File: src/rtl/pbb_pkg.sv
// Shared register numbers, bus width and types for the paged bridge.
package pbb_pkg;
    localparam int MG_DW  = 16;
    localparam int BUS_W  = 32;

    localparam logic [4:0] R_PAGE  = 5'h1f;
    localparam logic [4:0] R_MODE  = 5'h10;
    localparam logic [4:0] R_WA_HI = 5'h11;
    localparam logic [4:0] R_WA_LO = 5'h12;
    localparam logic [4:0] R_WD_HI = 5'h13;
    localparam logic [4:0] R_WD_LO = 5'h14;
    localparam logic [4:0] R_RA_HI = 5'h15;
    localparam logic [4:0] R_RA_LO = 5'h16;
    localparam logic [4:0] R_RD_HI = 5'h17;
    localparam logic [4:0] R_RD_LO = 5'h18;

    localparam int MODE_STEP_BIT = 15;

    typedef enum logic {XF_IDLE, XF_WAIT} xfer_state_t;

    typedef struct packed {
        logic             we;
        logic [BUS_W-1:0] addr;
        logic [BUS_W-1:0] data;
    } bus_cmd_t;
endpackage

File: src/rtl/pbb_page_ctl.sv
// Page selection and PHY address matching.
// Holds one page register shared by every answered PHY address.
// Assumes strobes are single-cycle and the PHY range does not wrap.
module pbb_page_ctl #(
    parameter int PHY_AW   = 5,
    parameter int PHY_BASE = 8,
    parameter int NUM_PHY  = 4,
    parameter int PAGE_W   = 3,
    parameter int WIN_PAGE = 4
) (
    input  logic              clk,
    input  logic              rst_n,
    input  logic [PHY_AW-1:0] mg_phy,
    input  logic [4:0]        mg_reg,
    input  logic              mg_wr,
    input  logic [PAGE_W-1:0] page_wdata,
    output logic              phy_hit,
    output logic [PAGE_W-1:0] page_q,
    output logic              win_open
);
    import pbb_pkg::*;

    localparam int PHY_LAST = PHY_BASE + NUM_PHY - 1;

    // Match the access against the answered PHY range.
    always_comb begin
        phy_hit = (int'(mg_phy) >= PHY_BASE) && (int'(mg_phy) <= PHY_LAST);
    end

    // Global page register, written from any answered address.
    always_ff @(posedge clk) begin
        if (!rst_n) begin
            page_q <= '0;
        end else if (mg_wr && phy_hit && mg_reg == R_PAGE) begin
            page_q <= page_wdata;
        end
    end

    assign win_open = (page_q == PAGE_W'(WIN_PAGE));
endmodule

File: src/rtl/pbb_window_regs.sv
// Holding registers of the bridge window: mode, write address,
// write data, read address and captured read result.
// Produces the launch command when a trigger half is written.
// Assumes win_wr is already qualified by PHY match and page.
module pbb_window_regs #(
    parameter int ADDR_STRIDE = 4
) (
    input  logic                     clk,
    input  logic                     rst_n,
    input  logic                     win_wr,
    input  logic [4:0]               mg_reg,
    input  logic [pbb_pkg::MG_DW-1:0] mg_wdata,
    input  logic                     busy,
    input  logic                     xfer_done,
    input  logic                     done_we,
    input  logic [pbb_pkg::BUS_W-1:0] bus_rdata,
    output logic                     step_mode,
    output logic [pbb_pkg::BUS_W-1:0] wr_addr,
    output logic [pbb_pkg::BUS_W-1:0] wr_data,
    output logic [pbb_pkg::BUS_W-1:0] rd_addr,
    output logic [pbb_pkg::BUS_W-1:0] rd_hold,
    output logic                     launch,
    output pbb_pkg::bus_cmd_t        launch_cmd
);
    import pbb_pkg::*;

    localparam int HALF = MG_DW;
    localparam logic [BUS_W-1:0] STEP = BUS_W'(ADDR_STRIDE);

    logic accept;

    // Writes are taken only while no transfer is pending.
    assign accept = win_wr && !busy;

    // Decide whether this write launches a transfer and form its command.
    always_comb begin
        launch          = accept && (mg_reg == R_WD_LO || mg_reg == R_RA_LO);
        launch_cmd.we   = (mg_reg == R_WD_LO);
        launch_cmd.addr = launch_cmd.we ? wr_addr : {rd_addr[BUS_W-1:HALF], mg_wdata};
        launch_cmd.data = {wr_data[BUS_W-1:HALF], mg_wdata};
    end

    // Holding register updates from management writes and transfer completion.
    always_ff @(posedge clk) begin
        if (!rst_n) begin
            step_mode <= 1'b0;
            wr_addr   <= '0;
            wr_data   <= '0;
            rd_addr   <= '0;
            rd_hold   <= '0;
        end else begin
            if (accept) begin
                case (mg_reg)
                    R_MODE:  step_mode                <= mg_wdata[MODE_STEP_BIT];
                    R_WA_HI: wr_addr[BUS_W-1:HALF]    <= mg_wdata;
                    R_WA_LO: wr_addr[HALF-1:0]        <= mg_wdata;
                    R_WD_HI: wr_data[BUS_W-1:HALF]    <= mg_wdata;
                    R_WD_LO: wr_data[HALF-1:0]        <= mg_wdata;
                    R_RA_HI: rd_addr[BUS_W-1:HALF]    <= mg_wdata;
                    R_RA_LO: rd_addr[HALF-1:0]        <= mg_wdata;
                    default: ;
                endcase
            end
            if (xfer_done) begin
                if (done_we) begin
                    if (step_mode) wr_addr <= wr_addr + STEP;
                end else begin
                    rd_hold <= bus_rdata;
                    if (step_mode) rd_addr <= rd_addr + STEP;
                end
            end
        end
    end
endmodule

File: src/rtl/pbb_xfer_master.sv
// Single-outstanding request/acknowledge master.
// Registers the launch command, holds it until the acknowledge,
// and flags completion in the acknowledge cycle.
// Assumes launch never arrives while busy (guarded upstream).
module pbb_xfer_master (
    input  logic                      clk,
    input  logic                      rst_n,
    input  logic                      launch,
    input  pbb_pkg::bus_cmd_t         launch_cmd,
    input  logic                      bus_ack,
    output logic                      bus_req,
    output logic                      bus_we,
    output logic [pbb_pkg::BUS_W-1:0] bus_addr,
    output logic [pbb_pkg::BUS_W-1:0] bus_wdata,
    output logic                      busy,
    output logic                      xfer_done,
    output logic                      done_we
);
    import pbb_pkg::*;

    xfer_state_t state_q;
    bus_cmd_t    cmd_q;

    // Request state and captured command.
    always_ff @(posedge clk) begin
        if (!rst_n) begin
            state_q <= XF_IDLE;
            cmd_q   <= '0;
        end else begin
            case (state_q)
                XF_IDLE: if (launch) begin
                    state_q <= XF_WAIT;
                    cmd_q   <= launch_cmd;
                end
                XF_WAIT: if (bus_ack) state_q <= XF_IDLE;
                default: state_q <= XF_IDLE;
            endcase
        end
    end

    // Drive the bus from the held command.
    always_comb begin
        bus_req   = (state_q == XF_WAIT);
        busy      = bus_req;
        bus_we    = cmd_q.we;
        bus_addr  = cmd_q.addr;
        bus_wdata = cmd_q.data;
        xfer_done = bus_req && bus_ack;
        done_we   = cmd_q.we;
    end
endmodule

File: src/rtl/paged_bus_bridge.sv
// Top of the paged bridge: management port in, 32-bit bus master out.
// Ties page control, window registers and transfer master together
// and registers the management read data.
module paged_bus_bridge #(
    parameter int PHY_AW      = 5,
    parameter int PHY_BASE    = 8,
    parameter int NUM_PHY     = 4,
    parameter int PAGE_W      = 3,
    parameter int WIN_PAGE    = 4,
    parameter int ADDR_STRIDE = 4
) (
    input  logic              clk,
    input  logic              rst_n,
    input  logic [PHY_AW-1:0] mg_phy,
    input  logic [4:0]        mg_reg,
    input  logic              mg_wr,
    input  logic              mg_rd,
    input  logic [15:0]       mg_wdata,
    output logic [15:0]       mg_rdata,
    output logic              mg_busy,
    output logic              bus_req,
    output logic              bus_we,
    output logic [31:0]       bus_addr,
    output logic [31:0]       bus_wdata,
    input  logic              bus_ack,
    input  logic [31:0]       bus_rdata
);
    import pbb_pkg::*;

    localparam int HALF = MG_DW;

    logic              phy_hit;
    logic [PAGE_W-1:0] page_q;
    logic              win_open;
    logic              win_wr;
    logic              step_mode;
    logic [BUS_W-1:0]  wr_addr, wr_data, rd_addr, rd_hold;
    logic              launch;
    bus_cmd_t          launch_cmd;
    logic              busy, xfer_done, done_we;
    logic [MG_DW-1:0]  rd_val;

    pbb_page_ctl #(
        .PHY_AW(PHY_AW), .PHY_BASE(PHY_BASE), .NUM_PHY(NUM_PHY),
        .PAGE_W(PAGE_W), .WIN_PAGE(WIN_PAGE)
    ) u_page (
        .clk(clk), .rst_n(rst_n), .mg_phy(mg_phy), .mg_reg(mg_reg),
        .mg_wr(mg_wr), .page_wdata(mg_wdata[PAGE_W-1:0]),
        .phy_hit(phy_hit), .page_q(page_q), .win_open(win_open)
    );

    // Window writes need an answered address and the bridge page.
    assign win_wr = mg_wr && phy_hit && win_open;

    pbb_window_regs #(.ADDR_STRIDE(ADDR_STRIDE)) u_regs (
        .clk(clk), .rst_n(rst_n), .win_wr(win_wr), .mg_reg(mg_reg),
        .mg_wdata(mg_wdata), .busy(busy), .xfer_done(xfer_done),
        .done_we(done_we), .bus_rdata(bus_rdata), .step_mode(step_mode),
        .wr_addr(wr_addr), .wr_data(wr_data), .rd_addr(rd_addr),
        .rd_hold(rd_hold), .launch(launch), .launch_cmd(launch_cmd)
    );

    pbb_xfer_master u_xfer (
        .clk(clk), .rst_n(rst_n), .launch(launch), .launch_cmd(launch_cmd),
        .bus_ack(bus_ack), .bus_req(bus_req), .bus_we(bus_we),
        .bus_addr(bus_addr), .bus_wdata(bus_wdata), .busy(busy),
        .xfer_done(xfer_done), .done_we(done_we)
    );

    assign mg_busy = busy;

    // Select the readable value for the addressed register.
    always_comb begin
        rd_val = '0;
        if (mg_reg == R_PAGE) begin
            rd_val = MG_DW'(page_q);
        end else if (win_open) begin
            case (mg_reg)
                R_MODE:  rd_val = {step_mode, {(MG_DW-1){1'b0}}};
                R_WA_HI: rd_val = wr_addr[BUS_W-1:HALF];
                R_WA_LO: rd_val = wr_addr[HALF-1:0];
                R_WD_HI: rd_val = wr_data[BUS_W-1:HALF];
                R_WD_LO: rd_val = wr_data[HALF-1:0];
                R_RA_HI: rd_val = rd_addr[BUS_W-1:HALF];
                R_RA_LO: rd_val = rd_addr[HALF-1:0];
                R_RD_HI: rd_val = rd_hold[BUS_W-1:HALF];
                R_RD_LO: rd_val = rd_hold[HALF-1:0];
                default: rd_val = '0;
            endcase
        end
    end

    // Register the read data on each read strobe.
    always_ff @(posedge clk) begin
        if (!rst_n) begin
            mg_rdata <= '0;
        end else if (mg_rd) begin
            mg_rdata <= phy_hit ? rd_val : '0;
        end
    end
endmodule

File: config.mk
export PLATFORM = sky130hd
export DESIGN_NAME = paged_bus_bridge
export DESIGN_NICKNAME = d
export VERILOG_FILES = /design/src/rtl/pbb_pkg.sv /design/src/rtl/pbb_page_ctl.sv /design/src/rtl/pbb_window_regs.sv /design/src/rtl/pbb_xfer_master.sv /design/src/rtl/paged_bus_bridge.sv
export SDC_FILE = /design/constraint.sdc
export NUM_CORES = 1
export LEC_CHECK = 0
export BUFFER_PORTS_ARGS = -buffer_cell sky130_fd_sc_hd__buf_2
export CORE_ASPECT_RATIO = 1.1
export CORE_MARGIN = 3
export CORE_UTILIZATION = 32
export CTS_CLUSTER_SIZE = 25
export DETAILED_ROUTE_END_ITERATION = 7
export SLEW_MARGIN = 30
export SYNTH_ARGS = -nofsm -noshare
export SYNTH_HDL_FRONTEND = slang
export SYNTH_SLANG_ARGS = --single-unit
File: constraint.sdc
create_clock -name clk -period 6.4 [get_ports clk]
set_input_delay 0.32 -clock clk [delete_from_list [all_inputs] [get_ports clk]]
set_output_delay 0.32 -clock clk [all_outputs]
set_load 0.1 [all_outputs]
; Word level (Yosys, flattened, before mapping)
; Cells that the tools add are included.
; Widths: inputs -> output; s select.
[word_totals]
ff_bits = 214
input_bits = 63
output_inout_bits = 83
[classes]
addsub = 2
n_lt_le_gt_ge = 2
eq_ne = 11
mux = 20
n_bitwise = 2
reduce_logical = 14
[ops]
columns = operator, count
row1 = $mux 32, 9
row2 = $pmux 16 s9, 1
row3 = $mux 16, 7
row4 = $add 32x3->32 const B, 2
row5 = $eq 5x5->1 const B, 10
row6 = $reduce_and 2->1, 5
row7 = $logic_and 1x1->1, 7
row8 = $ge 5x4->1 const B, 1
row9 = $le 5x4->1 const B, 1
row10 = $eq 3x3->1 const B, 1
row11 = $mux 1, 2
row12 = $not 1->1, 2
row13 = $pmux 1 s2, 1
row14 = $logic_not 1->1, 1
row15 = $logic_or 1x1->1, 1

; Logic depth before layout (Yosys ltp)
; Gate-level depths: netlist of the first run.
[logic_depth]
word_depth = 9
depth_mapped = 8

; Hierarchy
; From an unflattened synthesis of the first run, not the netlist that was laid out.
[hier_totals]
cells_unflattened = 1341
hier_area_um2 = 11364.6
[modules_own_cells]
columns = module, n_inst, cells_per_inst, area_each_um2, seq_area_each_um2
row1 = pbb_window_regs, 1, 824, 6645.1, 2582.5
row2 = pbb_xfer_master, 1, 289, 2720.1, 1321.3
row3 = paged_bus_bridge, 1, 211, 1841.8, 320.3
row4 = pbb_page_ctl, 1, 17, 157.7, 60.1

; Worst setup path after synthesis of the first run
; Ideal clock, no wire load.
[synth_timing]
kind = flip-flop to flip-flop
startpoint = reg u_xfer.state_q, in the netlist u_xfer.bus_req
endpoint = reg u_regs.rd_addr[31] in the netlist's numbering
t_arrival_ns = 2.590
setup_slack_ns = 3.736
stages_incl_launch_ff = 8
path_buffers = 2
path_cell_list = dfxtp_1 and3b_1 clkbuf_1 and2_1 clkbuf_1 nand2_1 or4_1 a31oi_1
[synth_between]
elab_chain_cells = 6
[synth_lines]
columns = element, line_no
row1 = from (decl), pbb_xfer_master.sv:21  ; xfer_state_t state_q;
row2 = from (signal assigned), pbb_xfer_master.sv:27  ; state_q <= XF_IDLE;
row3 = from (signal assigned), pbb_xfer_master.sv:32  ; state_q <= XF_WAIT;
row4 = from (signal assigned), pbb_xfer_master.sv:35  ; XF_WAIT: if (bus_ack) state_q <= XF_IDLE;
row5 = $logic_not 1->1, pbb_window_regs.sv:33  ; assign accept = win_wr && !busy;
row6 = $logic_and 1x1->1, pbb_window_regs.sv:33
row7 = $mux 32, pbb_window_regs.sv:52  ; if (accept) begin
row8 = $mux 32, pbb_window_regs.sv:69  ; if (step_mode) rd_addr <= rd_addr + STEP;
row9 = $mux 32, pbb_window_regs.sv:65  ; if (done_we) begin
row10 = $mux 32 *, pbb_window_regs.sv:64  ; if (xfer_done) begin
row11 = "to (signal, indexed assignment)", pbb_window_regs.sv:59  ; R_RA_HI: rd_addr[BUS_W-1:HALF] <= mg_wdata;
row12 = "to (signal, indexed assignment)", pbb_window_regs.sv:60  ; R_RA_LO: rd_addr[HALF-1:0] <= mg_wdata;
row13 = to (signal assigned), pbb_window_regs.sv:69
row14 = to (decl), pbb_window_regs.sv:20  ; output logic [pbb_pkg::BUS_W-1:0] rd_addr,
; Every way passes the cells marked *; elsewhere a longest branch is shown, timed or not.
; A chain may end at the register's enable or synchronous reset.

; Final worst setup path of the first run
[layout_timing]
startpoint = reg u_xfer.state_q, in the netlist u_xfer.bus_req
endpoint = reg u_xfer.cmd_q (netlist bit u_xfer.bus_wdata[18])
[layout_between]
elab_chain_cells = 4
[layout_lines]
columns = element, line_no
row1 = $logic_not 1->1, pbb_window_regs.sv:33
row2 = $logic_and 1x1->1, pbb_window_regs.sv:33
row3 = $logic_and 1x1->1, pbb_window_regs.sv:37  ; launch = accept && (mg_reg == R_WD_LO || mg_reg == R_RA_LO);
row4 = $reduce_and 2->1 (no source line) *, -
row5 = to (signal assigned), pbb_xfer_master.sv:33  ; cmd_q <= launch_cmd;
row6 = to (decl), pbb_xfer_master.sv:22  ; bus_cmd_t cmd_q;
; Marks and branches as above.

==> qor.csv, run 1 <==
metric,value,unit
outcome,"finished, final reports clean",
synth_seq_cells,214,
crit_type,flip-flop to flip-flop,
hold_class,input pin to flip-flop,
rsz0062_at_grt,false,
hold_viol,0,
die_area,33500,sq um
ys_warn_count,0,
ys_async_sr_fraction,0,%
synth_top_cell_area_share,42.7,%
gp_congestion,0.985,
start_kind,flip-flop,
final_common_cell,nand2_1,
power_density,243,nW/um^2
netlist-cell-type-count,63,
grt_start_max_net_pins,75,
final_area,11800,sq um
numPortBuffers,143,
path_buf_inv,2,
arrival,3450,ps
grt-ovfl-total,0,
synthCells,1286,
relSlewSlack,37.6,%
total_leakage_power,4.17,nW
setup_viol,0,
vdd_ir_drop_max,0.189,mV
final_layout_size_suffix_gt1_share,16.8,%
start_util,32.7,%
clock-sinks,214,
fin_ws,3340,ps
avgSynthCellArea,7.80,sq um
synth_fp_nets,1351,
diodes,0,
clk_path_buf_depth,3,
grt_pass1_wl,60700,um
postCtsSetupRepairBufs,0,
syn2layout_area_growth,17.6,%
ys_seq_area_share,42.7,%
hp-start,bus_rdata[9],
drt-initial-drc-count,1121,
antenna_found_initial,2,
cp_slowest_cell,or4b_1,
synth-main-ff-cell,dfxtp_1,
fin_crit,3060,ps
path_clk_slew,70,ps
row_count,67,
layout_common_cells,"288 x nand2_1, 214 x dfxtp_1, 143 x a21oi_1, 143 x buf_2, 89 x nor2_1",
critical_path.top_delay_family,simple AND/OR/NAND/NOR gates,
grt_pass1_vias,9699,
crit_fanout,37,
drc,0,
numCtsBuffers,24,
vias,10400,
worstPathRequired,6780,ps
first_pass_iters,5,
dp_hpwl,28000,um
synth_top_cell_by_area,dfxtp_1,
timing.final.crit_share,47.9,%
htreeDepth,1,
ioPinCount,146,
die-width,175,um
core,30700,sq um
routed_wl,40800,um
final_nets,1428,
vias_per_cell,5.82,
end_kind,flip-flop,
die_y,192,um
clock_latency,540,ps
cts_hold_buf,0,
crit_start,u_xfer.bus_req$_SDFF_PN0_,
ant_nets,0,
slowest_delay,780,ps
power.total,2.87,mW
root_buffer,clkbuf_16,
drv_cap,0,
grtUsageTotal,23.4,%
synth_edf_count,0,
dpl_cell_area,11000,sq um
pre_cts_slack,3000,ps
rr_startpoint,u_xfer.bus_req$_SDFF_PN0_,
setup_tns,0,ps
cts_resized,0,
fmax,0.326,GHz
synth_area_leaders,"dfxtp_1 43%, nand2_1 11%, a21oi_1 7.1%, a311oi_1 3.5%, nor2_1 3.4%",
slew_violations,0,
netlist_area,10000,sq um
tritoncts,built,
fin_worst_skew,19.9,ps
wl_per_cell,22.7,um
path_cells,"or4b_1, nor2_2, buf_4, nand2_1, buf_4, nand2_1, a21oi_1",
tightest_slew,928,ps
-- registers in the layout, indices dropped and copies added, names as in the netlist --
signal,cells
u_regs.rd_addr,32
u_regs.rd_hold,32
u_regs.wr_addr,32
u_regs.wr_data,32
u_xfer.bus_addr,32
u_xfer.bus_wdata,32
mg_rdata,16
u_page.page_q,3
u_regs.step_mode,1
u_xfer.bus_req,1
u_xfer.bus_we,1
-- stage by stage --
stage / utilization (%) / cells / hold slack, ps
after floorplan: - / 1286 / 424
final: 38.5 / 1795 / 11.7
after global routing: 38.5 / 1795 / 19.2
after CTS: 38.4 / 1794 / 2.82
after detailed placement: 35.8 / 1750 / 445
after global placement: 35.7 / 1749 / 437
-- cells by family after synthesis --
group	Yosys count	share of synthesized area, %
simple gates	578	27.2
compound gates	361	23.6
flops	214	42.7
buf+inv	119	4.95
mux	12	1.30
fa+ha+maj	2	0.249
-- per-layer routing --
metal / GRT usage, % / share of wire [%]
met5: 0 / 0.032
met4: 11.0 / 5.0
met2: 36.9 / 45
met3: 3.86 / 7.9
met1: 31.3 / 42
-- cell usage after synthesis (all sizes together) (5+ instances only) --
cell type  instances
a2111oi            6
a21oi            143
a22o              21
a22oi             45
a2bb2oi            5
a311oi            40
a31oi             22
a32oi              5
and3              24
and4               8
buf               34
clkbuf            77
dfxtp            214
inv                8
mux2               8
nand2            288
nand3             60
nand4             26
nor2              93
nor3              25
nor4              10
o211ai             6
o21a               5
o21ai             35
or4                6
-- power by group --
group	total [mW]	internal [mW]	leakage (nW)	switching, mW
logic	0.111	0.0227	2.06	0.0888
registers	1.33	1.33	1.72	0.0000346
clock network	1.43	0.831	0.395	0.599
total	2.87	2.19	4.17	0.688
-- layout make-up --
| cell class | instances | area, sq um |
|---|---|---|
| Multi-Input combinational cell | 953 | 5300 |
| Sequential cell | 214 | 4280 |
| Tap cell | 414 | 518 |
| Clock inverter | 11 | 121 |
| Inverter | 8 | 32.5 |
| Fill cell | 3274 | 18900 |
| Timing Repair Buffer | 162 | 866 |
| Clock buffer | 33 | 684 |
-- worst min-delay path, delay by kind of cell --
kind,cells,cell delay (ps)
simple gates,1,40
buf+inv,1,100
compound gates,1,50
-- final timing paths --
kind | endpoint | slack [ps] | depth (start not counted)
worst min register to register | u_xfer.bus_wdata[13]$_SDFFE_PN0P_ | 450 | 2
worst min-delay path | u_regs.rd_hold[9]$_SDFFE_PN0P_ | 10 | 3
worst max register to register | u_xfer.bus_wdata[18]$_SDFFE_PN0P_ | 3340 | 7
worst max-delay path | u_xfer.bus_wdata[18]$_SDFFE_PN0P_ | 3340 | 7
Power figures use the tool's default switching activity.
==> run 2: changes to the inputs <==
==> constraint.sdc (replaced) <==
create_clock -name clk -period 2.6 [get_ports clk]
set_input_delay 0.13 -clock clk [delete_from_list [all_inputs] [get_ports clk]]
set_output_delay 0.13 -clock clk [all_outputs]
set_load 0.1 [all_outputs]
==> run 2 against run 1 <==
Via count increased by 2.1%. Highest routed layer is now met4. Setup slack got worse by 3100 ps. Hold slack improved by 14 ps. Clock-buffer cell count unchanged. Fmax increased by 29%. Critical path depth decreased by 2. Global-route usage increased by 0.47 points.
==> qor.csv, run 2 (synthesized netlist as in run 1, its figures left out) <==
metric,value,unit,change
vdd_ir_drop_max,0.348,mV,+84%
total_leakage_power,4.52,nW,+8.4%
dpl_cell_area,11400,sq um,+3.6%
vias,10700,,+2.1%
final_cells,1874,,+4.4%
core,30700,sq um,unchanged
ant_nets,0,,unchanged
fin_worst_skew,22.5,ps,+2.66 ps
hold_viol,0,,unchanged
worstPathRequired,3010,ps,-3770 ps
htreeDepth,1,,unchanged
arrival,2780,ps,-670 ps
final_area,12500,sq um,+6.1%
path_clk_slew,60,ps,about the same
grtUsageTotal,23.9,%,+0.47 points
grt_pass1_wl,61400,um,+1.2%
wl_per_cell,22.2,um,-2.4%
timing.final.crit_share,91.1,%,+43 points
crit_type,flip-flop to flip-flop,,
path_cells,"or4b_1, nor2_4, nand2_1, and3_1, o21a_1",,
relSlewSlack,38.4,%,+0.80 points
clock-sinks,214,,unchanged
tightest_slew,921,ps,-7.01 ps
routed_wl,41600,um,+1.9%
numPortBuffers,143,,unchanged
drt-initial-drc-count,1119,,-0.18%
pre_cts_slack,140,ps,-2850 ps
n_fill_cell,3182,,-2.8%
fin_ws,232,ps,-3100 ps
fmax,0.422,GHz,+29%
grt_pass1_vias,9791,,+0.95%
dpl.cell_count,1795,,+2.6%
hold_class,input pin to flip-flop,,
outcome,"finished, final reports clean",,
gp_congestion,0.973,,-1.2%
start_util,32.7,%,unchanged
crit_fanout,10,,-73%
syn2layout_area_growth,24.7,%,
start_kind,flip-flop,,
slowest_delay,810,ps,+30 ps
r2r_slack,230,ps,-3100 ps
ioPinCount,146,,unchanged
die_area,33500,sq um,unchanged
power.total,7.11,mW,+150%
layout_common_cells,"288 x nand2_1, 213 x dfxtp_1, 143 x a21oi_1, 143 x buf_2, 89 x nor2_1",,
dp_hpwl,29000,um,+3.6%
tritoncts,built,,
path_buf_inv,0,,-2
critical_path.top_delay_family,simple AND/OR/NAND/NOR gates,,
fin_crit,2370,ps,-697 ps
grt-ovfl-total,0,,unchanged
setup_viol,0,,unchanged
clock_latency,530,ps,about the same
die-width,175,um,unchanged
end_kind,flip-flop,,
vias_per_cell,5.69,,-2.2%
power_density,568,nW/um^2,+130%
first_pass_iters,7,,+2
drv_cap,0,,unchanged
antenna_found_initial,3,,+1
final_common_cell,nand2_1,,
root_buffer,clkbuf_16,,
die_y,192,um,unchanged
grt_start_max_net_pins,73,,-2.7%
row_count,67,,unchanged
clk_path_buf_depth,3,,unchanged
slew_violations,0,,unchanged
rsz0062_at_grt,false,,
drc,0,,unchanged
setup_tns,0,ps,unchanged
numCtsBuffers,24,,unchanged
final_nets,1506,,+5.5%
cp_slowest_cell,or4b_1,,
postCtsSetupRepairBufs,0,,unchanged
final_layout_size_suffix_gt1_share,18.6,%,+1.8 points
run 2: changes by cell type in the layout (fill, tap and decap cells not counted), moves of 2 or more:
| cell | previous run | this run |
|---|---|---|
| buf_4 | 17 | 57 |
| dlygate4sd3_1 | 0 | 34 |
| buf_12 | 0 | 6 |
| clkbuf_1 | 4 | 7 |
| clkbuf_8 | 5 | 2 |
| buf_6 | 2 | 0 |
| clkinv_2 | 6 | 4 |
| diode_2 | 0 | 2 |
run 2: worst register-to-register path, delay by kind of cell (launching register included):
kind / cells / cell delay [ps]
flip-flops: 1 / 340
AND/OR/NAND/NOR: 4 / 1740
AO/OA/AOI/OAI: 1 / 180
run 2: final timing paths:
check,cells after the start,start,endpoint
worst max register to register,5,u_page.page_q[0]$_SDFFE_PN0P_,u_regs.rd_addr[21]$_SDFF_PN0_
worst max-delay path,5,u_page.page_q[0]$_SDFFE_PN0P_,u_regs.rd_addr[21]$_SDFF_PN0_
worst min-delay path,3,mg_wdata[13],u_xfer.bus_wdata[13]$_SDFFE_PN0P_
worst min register to register,2,u_xfer.bus_wdata[7]$_SDFFE_PN0P_,u_xfer.bus_wdata[7]$_SDFFE_PN0P_
run 2: area by class of cell:
cell class / instances / area [sq um] / area share, %
Antenna cell: 2 / 5.00 / 0.0400
Multi-Input combinational cell: 953 / 5280 / 42.1
Inverter: 8 / 32.5 / 0.260
Clock inverter: 10 / 143 / 1.14
Clock buffer: 33 / 654 / 5.23
Timing Repair Buffer: 240 / 1600 / 12.8
Sequential cell: 214 / 4290 / 34.2
Tap cell: 414 / 518 / 4.14
run 2: stage by stage:
stage | hold slack, ps | util (%)
global route | 21.5 | 40.8
global placement | 379 | 37.0
finish | 25.8 | 40.8
CTS | 8.07 | 40.8
detailed placement | 375 | 37.0
floorplan | 266 | -
run 2: per-layer routing:
metal / global-route usage, % / wire length (um) / up-vias
met5: 0 / 0 / -
met1: 30.8 / 17000 / 5076
met4: 10.3 / 1880 / 0
li1: - / - / 4992
met3: 3.99 / 3460 / 99
met2: 39.4 / 19300 / 491
run 2: what timing repair did:
item                                    4_1_cts  5_1_grt
gates resized for setup                       0        1
endpoints found under the setup margin        0        7
endpoints found under the hold margin        34        0
hold buffers                                 34        0
run 2: report_power, final:
group	switching [mW]	internal [mW]
sequential	0.0000787	3.28
combinational	0.231	0.102
clock	1.43	2.07
==> run 3: changes to the inputs <==
--- a/config.mk
+++ b/config.mk
@@ -14,4 +14,5 @@
 export SLEW_MARGIN = 30
 export SYNTH_ARGS = -nofsm -noshare
 export SYNTH_HDL_FRONTEND = slang
+export SYNTH_HIERARCHICAL = 1
 export SYNTH_SLANG_ARGS = --single-unit
==> run 3 against run 2 <==
Clock skew decreased by 11 ps. Final cell count grew 2.4%. Global-route usage decreased by 3.1 points. Utilization fell by 2.1 points. First-iteration DRC count grew 4.1%. Sequential power barely moved. Power up 3.0%. Critical path depth grew 3. Sequential share of layout area down 2.3 points. Cell area rose by 7.2%. Hold slack gained 0.78 ps. Combinational power is 19% higher. Highest routed layer is now met5.
==> qor.csv, run 3 <==
metric,value,unit,change
row_count,71,,+6.0%
arrival,2830,ps,+50 ps
ys_async_sr_fraction,0,%,unchanged
reg2reg_to,u_regs/wr_addr[18]$_SDFF_PN0_,,
synth_fp_nets,1406,,+4.1%
synth_area_leaders,"dfxtp_1 38%, nand2_1 9.9%, mux2i_1 7.9%, a21oi_1 3.9%, mux2_2 3.4%",,
first_pass_iters,5,,-2
yosys.area_share.adder,0.220,%,-0.029 points
clock-sinks,214,,unchanged
grt_start_max_net_pins,79,,+8.2%
core,34600,sq um,+13%
numPortBuffers,143,,unchanged
grt_pass1_vias,9925,,+1.4%
synth_seq_cells,214,,unchanged
yosysMostFrequentCell,nand2_1,,
path_buf_inv,1,,+1
fin_hold_ws,26.5,ps,+0.776 ps
final_common_cell,nand2_1,,
drt-initial-drc-count,1165,,+4.1%
rr_startpoint,u_page/page_q[2]$_SDFFE_PN0P_,,
gp_congestion,0.979,,+0.63%
htreeDepth,1,,unchanged
synth_simple_gate_area_share,25.1,%,-2.1 points
ioPinCount,146,,unchanged
clk_path_buf_depth,3,,unchanged
routed_wl,41000,um,-1.4%
reg2regPathDepth,8,,+3
layout_common_cells,"298 x nand2_1, 213 x dfxtp_1, 142 x buf_2, 90 x mux2i_1, 89 x a21oi_1",,
die_area,37800,sq um,+13%
clock_latency,530,ps,about the same
crit_fanout,11,,+1
timing.final.crit_share,91.6,%,+0.54 points
cpMostUsedCell,nor2_1,,
final_nets,1529,,+1.5%
wl_per_cell,21.4,um,-3.8%
hp-start,mg_wdata[7],,
fmax,0.420,GHz,-0.59%
tightest_slew,874,ps,-47.7 ps
drc,0,,unchanged
path_clk_slew,60,ps,about the same
grt-ovfl-total,0,,unchanged
hold_class,input pin to flip-flop,,
drv_cap,0,,unchanged
outcome,"finished, final reports clean",,
tritoncts,built,,
synth.area.mux_share,11.6,%,+10 points
numCtsBuffers,25,,+4.2%
fin_worst_skew,11.9,ps,-10.6 ps
cp_num_cells,8,,+3
vias_per_cell,5.57,,-2.0%
final_layout_size_suffix_gt1_share,22.0,%,+3.4 points
relSlewSlack,41.5,%,+3.1 points
ys_warn_count,6,,+6
power_density,545,nW/um^2,-4.0%
dpl.cell_count,1840,,+2.5%
avgSynthCellArea,8.47,sq um,+8.6%
end_kind,flip-flop,,
cp_slowest_cell,nor2_1,,
rsz0062_at_grt,false,,
r2r_slack,220,ps,about the same
syn2layout_area_growth,18.1,%,
synth_top_cell_by_area,dfxtp_1,,
synth_top_cell_area_share,37.7,%,-5.0 points
synthXorXnorAreaFrac,0.154,%,+0.15 points
synth_top_family_by_area,simple AND/OR/NAND/NOR gates,,
hold_viol,0,,unchanged
ant_nets,0,,unchanged
ys_seq_area_share,37.7,%,-5.0 points
die_y,204,um,+6.2%
start_kind,flip-flop,,
grt_pass1_wl,61100,um,-0.57%
worstPathRequired,3050,ps,+40 ps
die-width,186,um,+6.2%
crit_type,flip-flop to flip-flop,,
setup_tns,0,ps,unchanged
crit_path_end,u_regs/wr_addr[18]$_SDFF_PN0_,,
synth_compound_area_share,17.4,%,-6.2 points
final_cells,1919,,+2.4%
setup_viol,0,,unchanged
synthCells,1341,,+4.3%
dp_hpwl,28600,um,-1.5%
synth_common_cells,"299 x nand2_1, 214 x dfxtp_1, 90 x mux2i_1",,
crit_start,u_page/page_q[2]$_SDFFE_PN0P_,,
synth-main-ff-cell,dfxtp_1,,
grtUsageTotal,20.8,%,-3.1 points
total_leakage_power,5.05,nW,+12%
path_cells,"nor3b_2, and3_1, nand4bb_1, buf_4, nor2_1, nor2_1, o21ai_0, a31oi_1",,
slew_violations,0,,unchanged
vdd_ir_drop_max,0.506,mV,+45%
root_buffer,clkbuf_16,,
synth_edf_count,0,,unchanged
fin_crit,2380,ps,+13.9 ps
antenna_found_initial,2,,-1
vias,10700,,+0.36%
netlist_area,11400,sq um,+13%
slowest_delay,670,ps,-140 ps
start_util,32.8,%,+0.097 points
netlist-cell-type-count,92,,+46%
critical_path.top_delay_family,simple AND/OR/NAND/NOR gates,,
==> run 3: changes by cell type in the layout (fill, tap and decap cells not counted), moves of 26 or more <==
| cell | previous run | this run |
|---|---|---|
| mux2i_1 | 4 | 90 |
| a311oi_1 | 40 | 1 |
| a21oi_1 | 143 | 89 |
| mux2_2 | 8 | 34 |
| nor2_1 | 89 | 62 |
==> run 3: repair_timing <==
action                     in CTS  in global routing
setup endpoints to repair       0                 65
gates resized for setup         0                  4
buffers inserted                0                  0
hold buffers                   35                  0
hold endpoints to repair       40                  0
==> run 3: layout make-up <==
| type | instances | area, sq um |
|---|---|---|
| inverter | 14 | 52.6 |
| clock buffer | 34 | 709 |
| timing repair buffer | 227 | 1490 |
| multi-input combinational | 982 | 6210 |
| fill | 3513 | 21200 |
| tap | 438 | 548 |
| sequential | 214 | 4290 |
| antenna | 1 | 2.50 |
| clock inverter | 9 | 128 |
==> run 3: where the power goes <==
part           internal (mW)  switching, mW
Sequential              3.28       0.000639
Combinational          0.128          0.269
Clock                   2.20           1.44
Total                   5.60           1.71
==> run 3: worst min-delay path by stage <==
stage | cells after the start | slack [ps] | end
4_1_cts | 3 | 3 | u_regs/wr_data[14]$_SDFFE_PN0P_
6_report | 3 | 30 | u_regs/wr_data[7]$_SDFFE_PN0P_
3_5_place_dp | 3 | 380 | u_regs/rd_hold[13]$_SDFFE_PN0P_
3_3_place_gp | 3 | 390 | u_regs/rd_hold[18]$_SDFFE_PN0P_
2_1_floorplan | 1 | 250 | mg_rdata[0]$_SDFFE_PN0P_
5_1_grt | 3 | 20 | u_regs/wr_data[14]$_SDFFE_PN0P_
==> run 3: metal layers <==
layer	global-route usage [%]	part of all wire, %
met5	0	0.041
met4	8.65	4.4
met3	3.28	8.0
met2	31.1	43
met1	29.6	45
==> run 3: logic make-up (layout without fill, tap and decap cells) <==
family                   Yosys count  in the layout
other                              0              1
multiplexers                     126            126
flip-flops                       214            214
AND/OR/NAND/NOR                  570            570
adder cells (fa/ha/maj)            2              2
buffers and inverters            145            284
AO/OA/AOI/OAI                    282            282
XOR/XNOR                           2              2
==> run 3: worst min-delay path, cell delays in order <==
cell and delay, ps:
buf_2 210, nand2_1 90, a21oi_1 60
==> run 3: stage by stage <==
step	utilization, %	area (sq um)	power [mW]	worst slack, ps
floorplan	-	11400	3.55	250
CTS	38.7	13400	7.36	60.1
global placement	35.3	12200	3.70	125
detailed placement	35.3	12200	3.70	102
global route	38.7	13400	7.51	99.9
finish	38.7	13400	7.32	218
